<file path="src/rtl/tag_mailbox_pkg.sv">
package tag_mailbox_pkg;

  typedef enum logic [1:0] {
    ST_NONE     = 2'b00,
    ST_OK       = 2'b01,
    ST_MISMATCH = 2'b11
  } status_e;

  // strobes from control to datapath
  typedef struct packed {
    logic push;   // write the offered message at the tail
    logic pop;    // drop the head message
    logic load;   // copy the head message into the output register
  } ctrlStrobes_t;

endpackage

</file>
<file path="src/rtl/tag_mailbox_dp.sv">
module tag_mailbox_dp
  import tag_mailbox_pkg::*;
#(
  parameter int DEPTH  = 8,
  parameter int DATA_W = 16,
  parameter int TAG_W  = 3
) (
  input  logic                           clk,
  input  logic                           rstN,
  input  ctrlStrobes_t                   strb,
  input  logic [DATA_W-1:0]              putData,
  input  logic [TAG_W-1:0]               putTag,
  output logic [TAG_W-1:0]               headTag,
  output logic [DATA_W-1:0]              outData,
  output logic [TAG_W-1:0]               outTag,
  output logic [$clog2(DEPTH+1)-1:0]     count,
  output logic                           full,
  output logic                           empty
);

  localparam int PTR_W = (DEPTH > 1) ? $clog2(DEPTH) : 1;
  localparam int CNT_W = $clog2(DEPTH + 1);
  localparam bit POW2  = (DEPTH & (DEPTH - 1)) == 0;
  localparam logic [PTR_W-1:0] LAST_IDX = PTR_W'(DEPTH - 1);
  localparam logic [CNT_W-1:0] CNT_MAX  = CNT_W'(DEPTH);

  logic [DATA_W-1:0] dataMem [DEPTH];
  logic [TAG_W-1:0]  tagMem  [DEPTH];
  logic [PTR_W-1:0]  wrPtr, rdPtr, wrNext, rdNext;

  // pointer wrap: free wrap for powers of two, compare otherwise
  generate
    if (POW2) begin : g_wrapFree
      assign wrNext = wrPtr + 1'b1;
      assign rdNext = rdPtr + 1'b1;
    end else begin : g_wrapCmp
      assign wrNext = (wrPtr == LAST_IDX) ? '0 : wrPtr + 1'b1;
      assign rdNext = (rdPtr == LAST_IDX) ? '0 : rdPtr + 1'b1;
    end
  endgenerate

  // storage entries
  generate
    for (genvar i = 0; i < DEPTH; i++) begin : g_entry
      always_ff @(posedge clk) begin
        if (strb.push && (wrPtr == PTR_W'(i))) begin
          dataMem[i] <= putData;
          tagMem[i]  <= putTag;
        end
      end
    end
  endgenerate

  always_ff @(posedge clk) begin
    if (!rstN) begin
      wrPtr <= '0;
      rdPtr <= '0;
    end else begin
      if (strb.push) wrPtr <= wrNext;
      if (strb.pop)  rdPtr <= rdNext;
    end
  end

  always_ff @(posedge clk) begin
    if (!rstN) begin
      count <= '0;
    end else begin
      case ({strb.push, strb.pop})
        2'b10:   count <= count + 1'b1;
        2'b01:   count <= count - 1'b1;
        default: count <= count;
      endcase
    end
  end

  always_ff @(posedge clk) begin
    if (!rstN) begin
      outData <= '0;
      outTag  <= '0;
    end else if (strb.load) begin
      outData <= dataMem[rdPtr];
      outTag  <= tagMem[rdPtr];
    end
  end

  assign headTag = tagMem[rdPtr];
  assign full    = (count == CNT_MAX);
  assign empty   = (count == '0);

endmodule

</file>
<file path="src/rtl/tag_mailbox_ctrl.sv">
module tag_mailbox_ctrl
  import tag_mailbox_pkg::*;
#(
  parameter int TAG_W = 3
) (
  input  logic             clk,
  input  logic             rstN,
  input  logic             putReq,
  input  logic             getReq,
  input  logic             peekReq,
  input  logic [TAG_W-1:0] wantTag,
  input  logic [TAG_W-1:0] headTag,
  input  logic             full,
  input  logic             empty,
  output ctrlStrobes_t     strb,
  output logic [1:0]       putStatus,
  output logic [1:0]       readStatus,
  output logic             outValid,
  output logic             opError
);

  logic    readReq, tagHit, readOk, getOk, putOk;
  status_e readNext, putNext;

  assign readReq = getReq | peekReq;
  assign tagHit  = (headTag == wantTag);
  assign readOk  = readReq & ~empty & tagHit;
  assign getOk   = getReq & ~empty & tagHit;   // get wins over peek
  assign putOk   = putReq & (~full | getOk);

  always_comb begin
    if (!readReq || empty) readNext = ST_NONE;
    else if (!tagHit)      readNext = ST_MISMATCH;
    else                   readNext = ST_OK;
    putNext = putOk ? ST_OK : ST_NONE;
  end

  always_comb begin
    strb.push = putOk;
    strb.pop  = getOk;
    strb.load = readOk;
  end

  always_ff @(posedge clk) begin
    if (!rstN) begin
      putStatus  <= 2'b00;
      readStatus <= 2'b00;
      outValid   <= 1'b0;
      opError    <= 1'b0;
    end else begin
      putStatus  <= putNext;
      readStatus <= readNext;
      outValid   <= readOk;
      opError    <= getReq & peekReq;
    end
  end

endmodule

</file>
<file path="src/rtl/tag_mailbox.sv">
module tag_mailbox
  import tag_mailbox_pkg::*;
#(
  parameter int DEPTH  = 8,
  parameter int DATA_W = 16,
  parameter int TAG_W  = 3
) (
  input  logic                       clk,
  input  logic                       rstN,
  input  logic                       putReq,
  input  logic [DATA_W-1:0]          putData,
  input  logic [TAG_W-1:0]           putTag,
  input  logic                       getReq,
  input  logic                       peekReq,
  input  logic [TAG_W-1:0]           wantTag,
  output logic [1:0]                 putStatus,
  output logic [1:0]                 readStatus,
  output logic                       outValid,
  output logic [DATA_W-1:0]          outData,
  output logic [TAG_W-1:0]           outTag,
  output logic [$clog2(DEPTH+1)-1:0] msgCount,
  output logic                       isFull,
  output logic                       isEmpty,
  output logic                       opError
);

  ctrlStrobes_t     strb;
  logic [TAG_W-1:0] headTag;

  tag_mailbox_ctrl #(.TAG_W(TAG_W)) ctrl_i (
    .clk(clk), .rstN(rstN),
    .putReq(putReq), .getReq(getReq), .peekReq(peekReq), .wantTag(wantTag),
    .headTag(headTag), .full(isFull), .empty(isEmpty),
    .strb(strb), .putStatus(putStatus), .readStatus(readStatus),
    .outValid(outValid), .opError(opError)
  );

  tag_mailbox_dp #(.DEPTH(DEPTH), .DATA_W(DATA_W), .TAG_W(TAG_W)) dp_i (
    .clk(clk), .rstN(rstN), .strb(strb),
    .putData(putData), .putTag(putTag),
    .headTag(headTag), .outData(outData), .outTag(outTag),
    .count(msgCount), .full(isFull), .empty(isEmpty)
  );

endmodule

</file>
<file path="config.mk">
export PLATFORM = sky130hd
export DESIGN_NAME = tag_mailbox
export DESIGN_NICKNAME = d
export VERILOG_FILES = /design/src/rtl/tag_mailbox_pkg.sv /design/src/rtl/tag_mailbox_dp.sv /design/src/rtl/tag_mailbox_ctrl.sv /design/src/rtl/tag_mailbox.sv
export SDC_FILE = /design/constraint.sdc
export NUM_CORES = 1
export LEC_CHECK = 0
export CAP_MARGIN = 20
export CORE_ASPECT_RATIO = 0.9
export CORE_MARGIN = 2
export CORE_UTILIZATION = 35
export DETAILED_ROUTE_END_ITERATION = 7
export HOLD_SLACK_MARGIN = 0.03
export SLEW_MARGIN = 10
export SYNTH_ARGS = -nofsm -noshare
export SYNTH_HDL_FRONTEND = slang
export SYNTH_SLANG_ARGS = --single-unit
</file>
<file path="constraint.sdc">
create_clock -name clk -period 3.5 [get_ports clk]
set_input_delay 0.7 -clock clk [delete_from_list [all_inputs] [get_ports clk]]
set_output_delay 0.7 -clock clk [all_outputs]
set_load 0.01 [all_outputs]
</file>
==> flow_metrics.tcl, run 1 <==
set metrics [dict create \
    cts_resized 0 \
    syn_inst 432 \
    port_buffers 56 \
    reg2reg_to "dp_i.count[2]" \
    ant_nets 0 \
    cp-start-kind "flip-flop" \
    start_util_pct 35.4 \
    endpoint "dp_i.count[2]" \
    syn-cell-area_sq_um 7590 \
    synth_compound_area_share_pct 1.96 \
    synth_nets 469 \
    hold_buffers 0 \
    grtUsageTotal_pct 13.7 \
    rsz0062_at_grt "no" \
    dp_hpwl_mm 9.54 \
    first_global_vias 4106 \
    drv_slew 0 \
    hp-class "flip-flop to flip-flop" \
    synthMuxAreaShare_pct 17.1 \
    yosysTopAreaCell "edfxtp_1" \
    synth_area_leaders "edfxtp_1, dfxtp_1, mux4_2" \
    synth_area_per_cell_sq_um 17.6 \
    ys_ff_latch 189 \
    synthSimpleGateAreaFrac_pct 6.08 \
    via_count 3909 \
    rrSetupSlack_ps 430 \
    clkTransAtPathRegs_ps 70 \
    layout_commonest_cell "edfxtp_1" \
    fin_crit_ps 3070 \
    vias_per_cell 4.81 \
    area_growth_pct 20.3 \
    cp_max_fo 12 \
    fin_tns_setup_ps 0 \
    dieArea_sq_um 22900 \
    n_fill_cell 1921 \
    die_w_microns 159 \
    synth_fa_ha_area_share_pct 1.65 \
    synthXorXnorAreaFrac_pct 0.890 \
    insertedDiodeCount 0 \
    overflow 0 \
    drive_gt1_share_pct 22.8 \
    die_h_microns 144 \
    core_area_sq_um 21400 \
    htreeDepth 4 \
    numCtsBuffers 17 \
    tightest_slew_ps 561 \
    num_rows 51 \
    grt_pass1_wl_mm 23.5 \
    synth_cell_type_count 40 \
    synth_top_family_by_area "multiplexers" \
    fin_crit_sh_pct 87.8 \
    ir_drop_mv 0.290 \
    dr.pass1.iters 4 \
    power.density_nw_per_um2 526 \
    first_iter_violations 281 \
    cts_root_buffer "clkbuf_16" \
    layout_common_cells "edfxtp_1, clkdlybuf4s50_1, nand2_1, mux2i_1, dfxtp_1" \
    cts_tree "done" \
    relSlewSlack_pct 62.6 \
    path_cells "buf_4, mux2i_1, a22oi_2, nand2_2, xnor2_2, o32ai_2, inv_1, ha_1, xor2_1, ha_1, a21oi_1, xnor2_1, or3_1, a21oi_1" \
    clk_path_buf_depth 2 \
    grt_max_degree 34 \
    worst-setup-path-type "flip-flop to flip-flop" \
    drc 0 \
    wl_per_cell_microns 18.5 \
    slowest_delay_ps 340 \
    routed_wl_mm 15.0 \
    fmax_mhz 325 \
    post_cts_buffers 0 \
    cp.arrival_ps 3430 \
    maxCapViolCount 0 \
    gp_congestion 0.777 \
    skew_ps 12.5 \
    clk_latency_ps 420 \
    critical_path.slowest_cell "o32ai_2" \
    layout.nets 545 \
    antenna_found_initial 0 \
    cts_sinks 189 \
    hold_viol 0 \
    cp-end-kind "flip-flop" \
    reg2regPathDepth 14 \
    stdcell_count 812 \
    setup_viol 0 \
    dp.cells 779 \
    required_ps 3860 \
    ioPinCount 58 \
    synth_top_area_share_pct 60.1 \
    ys_seq_area_share_pct 69.9 \
    status "finished, final reports clean" \
    yosysWarnings 0 \
    leakagePower_uw 0.00298 \
]
[per-layer routing]
| metal | vias up | global-route usage, % | share of wire [%] |
|---|---|---|---|
| met5 | - | 0 | 0 |
| met4 | 0 | 4.07 | 1.4 |
| met3 | 15 | 2.77 | 3.7 |
| met2 | 83 | 23.5 | 49 |
| met1 | 2006 | 17.8 | 46 |
| li1 | 1805 | - | - |
[cell usage after synthesis]
library cell    n
and3_4          1
mux4_2         32
and3_1          7
a221oi_1        1
a22oi_2         6
conb_1          1
ha_1           10
a21bo_2         2
xnor2_2         1
nor2b_1         2
buf_12          2
dfxtp_1        37
mux2_2         16
mux2i_1        40
xor2_2          1
and2_1          5
or3_1           1
o21ai_0         1
buf_2           3
nand3_1         5
clkbuf_1       14
inv_1          11
o32ai_2         1
nand2b_1        3
xnor2_1         2
nand2_1        49
nor3_1          3
buf_6           1
buf_4           2
edfxtp_1      152
nand4_2         1
nor4_1          1
nor4_4          2
nand2_2         1
and4_1          1
a211o_1         1
nand3b_1        2
a21oi_1         3
nor2_1          6
xor2_1          2
[stage by stage]
stage	area [sq um]	hold slack, ps	setup WS [ps]	total power [uW]	utilization (%)
floorplan	7590	468	544	2870	-
global placement	8570	442	276	3050	40.0
detailed placement	8570	450	177	3060	40.0
CTS	9120	463	413	4850	42.5
global route	9130	480	203	4990	42.6
finish	9130	459	428	4810	42.6
[worst min-delay path by stage]
stage,startpoint,to,cells after the start
after global routing,dp_i.outData[1],dp_i.outData[1],2
after detailed placement,dp_i.outData[14],dp_i.outData[14],2
final,dp_i.outData[11],dp_i.outData[11],2
after global placement,dp_i.outData[4],dp_i.outData[4],2
after floorplan,dp_i.wrPtr[1],dp_i.wrPtr[1],2
after CTS,dp_i.outData[3],dp_i.outData[3],2
[worst max-delay path: cells and delay by family (launching register included)]
family / cells / cell delay (ps)
AO/OA/AOI/OAI: 4 / 850
adder cells (fa/ha/maj): 2 / 460
XOR/XNOR: 3 / 460
AND/OR/NAND/NOR: 2 / 430
buffers and inverters: 2 / 350
flip-flops: 1 / 310
multiplexers: 1 / 150
[report_power, final]
| part | leakage, uW | internal (uW) | switching, uW |
|---|---|---|---|
| clock network | 0.000257 | 950 | 851 |
| registers | 0.00168 | 2510 | 44.0 |
| logic | 0.00104 | 224 | 226 |
[cell families after synthesis]
family | after synthesis
AOI/OAI and AO/OA | 15
muxes | 88
other | 1
DFF | 189
and+or+nand+nor | 90
xor gates and xnor gates | 6
adders and majority gates | 10
buffers and inverters | 33
[flip-flops by register name, summed over array words and instances, names as in the netlist, named ones only]
| register | cells |
|---|---|
| dp_i.outData | 16 |
| dp_i.tagMem | 24 |
| ctrl_i.readStatus | 2 |
| dp_i.outTag | 3 |
| dp_i.count | 4 |
| ctrl_i.opError | 1 |
| dp_i.wrPtr | 3 |
| dp_i.rdPtr | 3 |
| dp_i.dataMem | 128 |
| ctrl_i.putStatus | 1 |
| ctrl_i.outValid | 1 |
[final cells by class]
class | instances | area [sq um] | area share, %
clock buffers | 20 | 447 | 4.89
clock inverters | 12 | 105 | 1.15
inverters | 11 | 41.3 | 0.452
multi-input cells | 210 | 2110 | 23.1
flip-flops and latches | 189 | 5310 | 58.1
well taps | 291 | 364 | 3.99
repair buffers | 79 | 761 | 8.33
Power figures use the tool's default switching activity.
==> run 2, diff against run 1 <==
PLACE_DENSITY = 0.56   (was unset)
==> run 2 against run 1 <==
  * Non-clock buffer count decreased by 1
  * Fmax decreased by 0.58%
  * Sequential share of layout area decreased by 0.68 points
  * Critical path type unchanged
  * Combinational power increased by 1%
==> flow_metrics.tcl, run 2 (same netlist as run 1, synthesis figures left out) <==
set metrics [dict create \
    routed_wl_mm 15.0 \
    relSlewSlack_pct 36.2 \
    fmax_mhz 324 \
    first_global_vias 4087 \
    seqCellArea_sq_um 5310 \
    fin_crit_ps 3090 \
    cts_tree "done" \
    layout_commonest_cell "edfxtp_1" \
    grtUsageTotal_pct 13.8 \
    hp-start "dp_i.outData[2]" \
    hold_depth 2 \
    overflow 0 \
    cts_sinks 189 \
    cp-start-kind "flip-flop" \
    rrSetupSlack_ps 410 \
    n_fill_cell 1930 \
    hold-worst-slack_ps 459 \
    vias_per_cell 4.79 \
    internal_power_uw 4120 \
    die_h_microns 144 \
    hp-class "flip-flop to flip-flop" \
    finalWorstSetupSlack_ps 410 \
    die_w_microns 159 \
    cts_root_buffer "clkbuf_16" \
    p_sw_uw 1050 \
    wl_per_cell_microns 18.5 \
    htreeDepth 4 \
    pwr-share-clk_pct 41.9 \
    layout.nets 544 \
    start_util_pct 35.4 \
    largest_reg_flops 128 \
    cp_num_cells 14 \
    leakagePower_uw 0.00304 \
    multi_input_area_sq_um 2110 \
    dr.pass1.iters 4 \
    hold_viol 0 \
    required_ps 3850 \
    ir_drop_mv 0.315 \
    drc 0 \
    layout_common_cells "edfxtp_1, clkdlybuf4s50_1, nand2_1, mux2i_1, dfxtp_1" \
    via_count 3888 \
    setup_viol 0 \
    slowest_delay_ps 330 \
    top_register "dp_i.dataMem" \
    cp_max_fo 12 \
    cts_resized 0 \
    clk_path_buf_depth 2 \
    first_iter_violations 218 \
    swShare_pct 20.4 \
    hold_buffers 0 \
    path_cells "buf_4, mux2i_1, a22oi_2, nand2_2, xnor2_2, o32ai_2, inv_1, ha_1, xor2_1, ha_1, a21oi_1, xnor2_1, or3_1, a21oi_1" \
    status "finished, final reports clean" \
    combPwrFrac_pct 8.8 \
    ant_nets 0 \
    clk_latency_ps 420 \
    core_area_sq_um 21400 \
    tightest_slew_ps 956 \
    port_buffers 56 \
    fin_tns_setup_ps 0 \
    drive_gt1_share_pct 22.5 \
    worst-setup-path-type "flip-flop to flip-flop" \
    largestRegisters "dp_i.dataMem x128, dp_i.tagMem x24, dp_i.outData x16" \
    cp.arrival_ps 3440 \
    critPathTopFamily "compound AO/OA/AOI/OAI gates" \
    grt_pass1_wl_mm 23.3 \
    critical_path.slowest_cell "o32ai_2" \
    numCtsBuffers 17 \
    maxCapViolCount 0 \
    gp_congestion 0.732 \
    skew_ps 10.3 \
    drv_slew 0 \
    num_rows 51 \
    path_buf_inv 2 \
    dieArea_sq_um 22900 \
    area_growth_pct 21.8 \
    power.density_nw_per_um2 560 \
    cp-end-kind "flip-flop" \
    grt_max_degree 45 \
    seqPwrFrac_pct 49.3 \
    antenna_found_initial 0 \
    place_ws_ps 147 \
    fin_crit_sh_pct 88.3 \
    clkTransAtPathRegs_ps 70 \
    rsz0062_at_grt "no" \
    post_cts_buffers 0 \
    insertedDiodeCount 0 \
    reg2regPathDepth 14 \
    ioPinCount 58 \
    dp_hpwl_mm 9.48 \
]
run 2: final cells by class:
type | count | share of cell area (%)
inverters | 11 | 0.447
multi-input cells | 210 | 22.8
well taps | 291 | 3.94
repair buffers | 78 | 8.07
clock buffers | 22 | 5.02
flip-flops and latches | 189 | 57.4
clock inverters | 10 | 2.27
run 2: path summary, 6_finish.rpt:
| path | end |
|---|---|
| setup / recovery | dp_i.count[2] |
| hold / removal | dp_i.outData[2] |
| setup reg to reg | dp_i.count[2] |
| hold reg to reg | dp_i.outData[2] |
run 2: metal layers:
metal,wire length (microns),vias up,global-route usage (%)
met3,507,8,3.20
li1,-,1800,-
met2,7270,67,23.2
met4,119,0,3.83
met1,7150,2013,18.1
met5,0,-,0
run 2: per-stage QoR:
| step | util [%] | std cells | cell area [sq um] | total power, uW |
|---|---|---|---|---|
| global placement | 40.0 | 779 | 8570 | 3050 |
| detailed placement | 40.0 | 779 | 8570 | 3060 |
| CTS | 43.1 | 811 | 9240 | 5240 |
| floorplan | - | 432 | 7590 | 2870 |
| global route | 43.1 | 811 | 9240 | 5360 |
| finish | 43.1 | 811 | 9240 | 5170 |
run 2: worst reg2reg max path, delay by kind of cell, from the launching register on:
kind | cells | cell delay [ps]
xor gates and xnor gates | 3 | 390
DFF | 1 | 320
AOI/OAI and AO/OA | 4 | 760
muxes | 1 | 330
buffers and inverters | 2 | 340
and+or+nand+nor | 2 | 450
adders and majority gates | 2 | 440
run 2: power groups by stage:
stage,Sequential (uW),Combinational (uW),Clock (uW)
after floorplan,2600,270,0
after global placement,2600,454,0
after detailed placement,2600,463,0
after CTS,2550,465,2220
after global routing,2560,499,2300
final,2550,455,2170
==> run 3, diff against run 2 <==
SKIP_LAST_GASP = 1   (was unset)
==> results of run 3 <==
Final layout, timing and power as in run 2 (identical DEF).
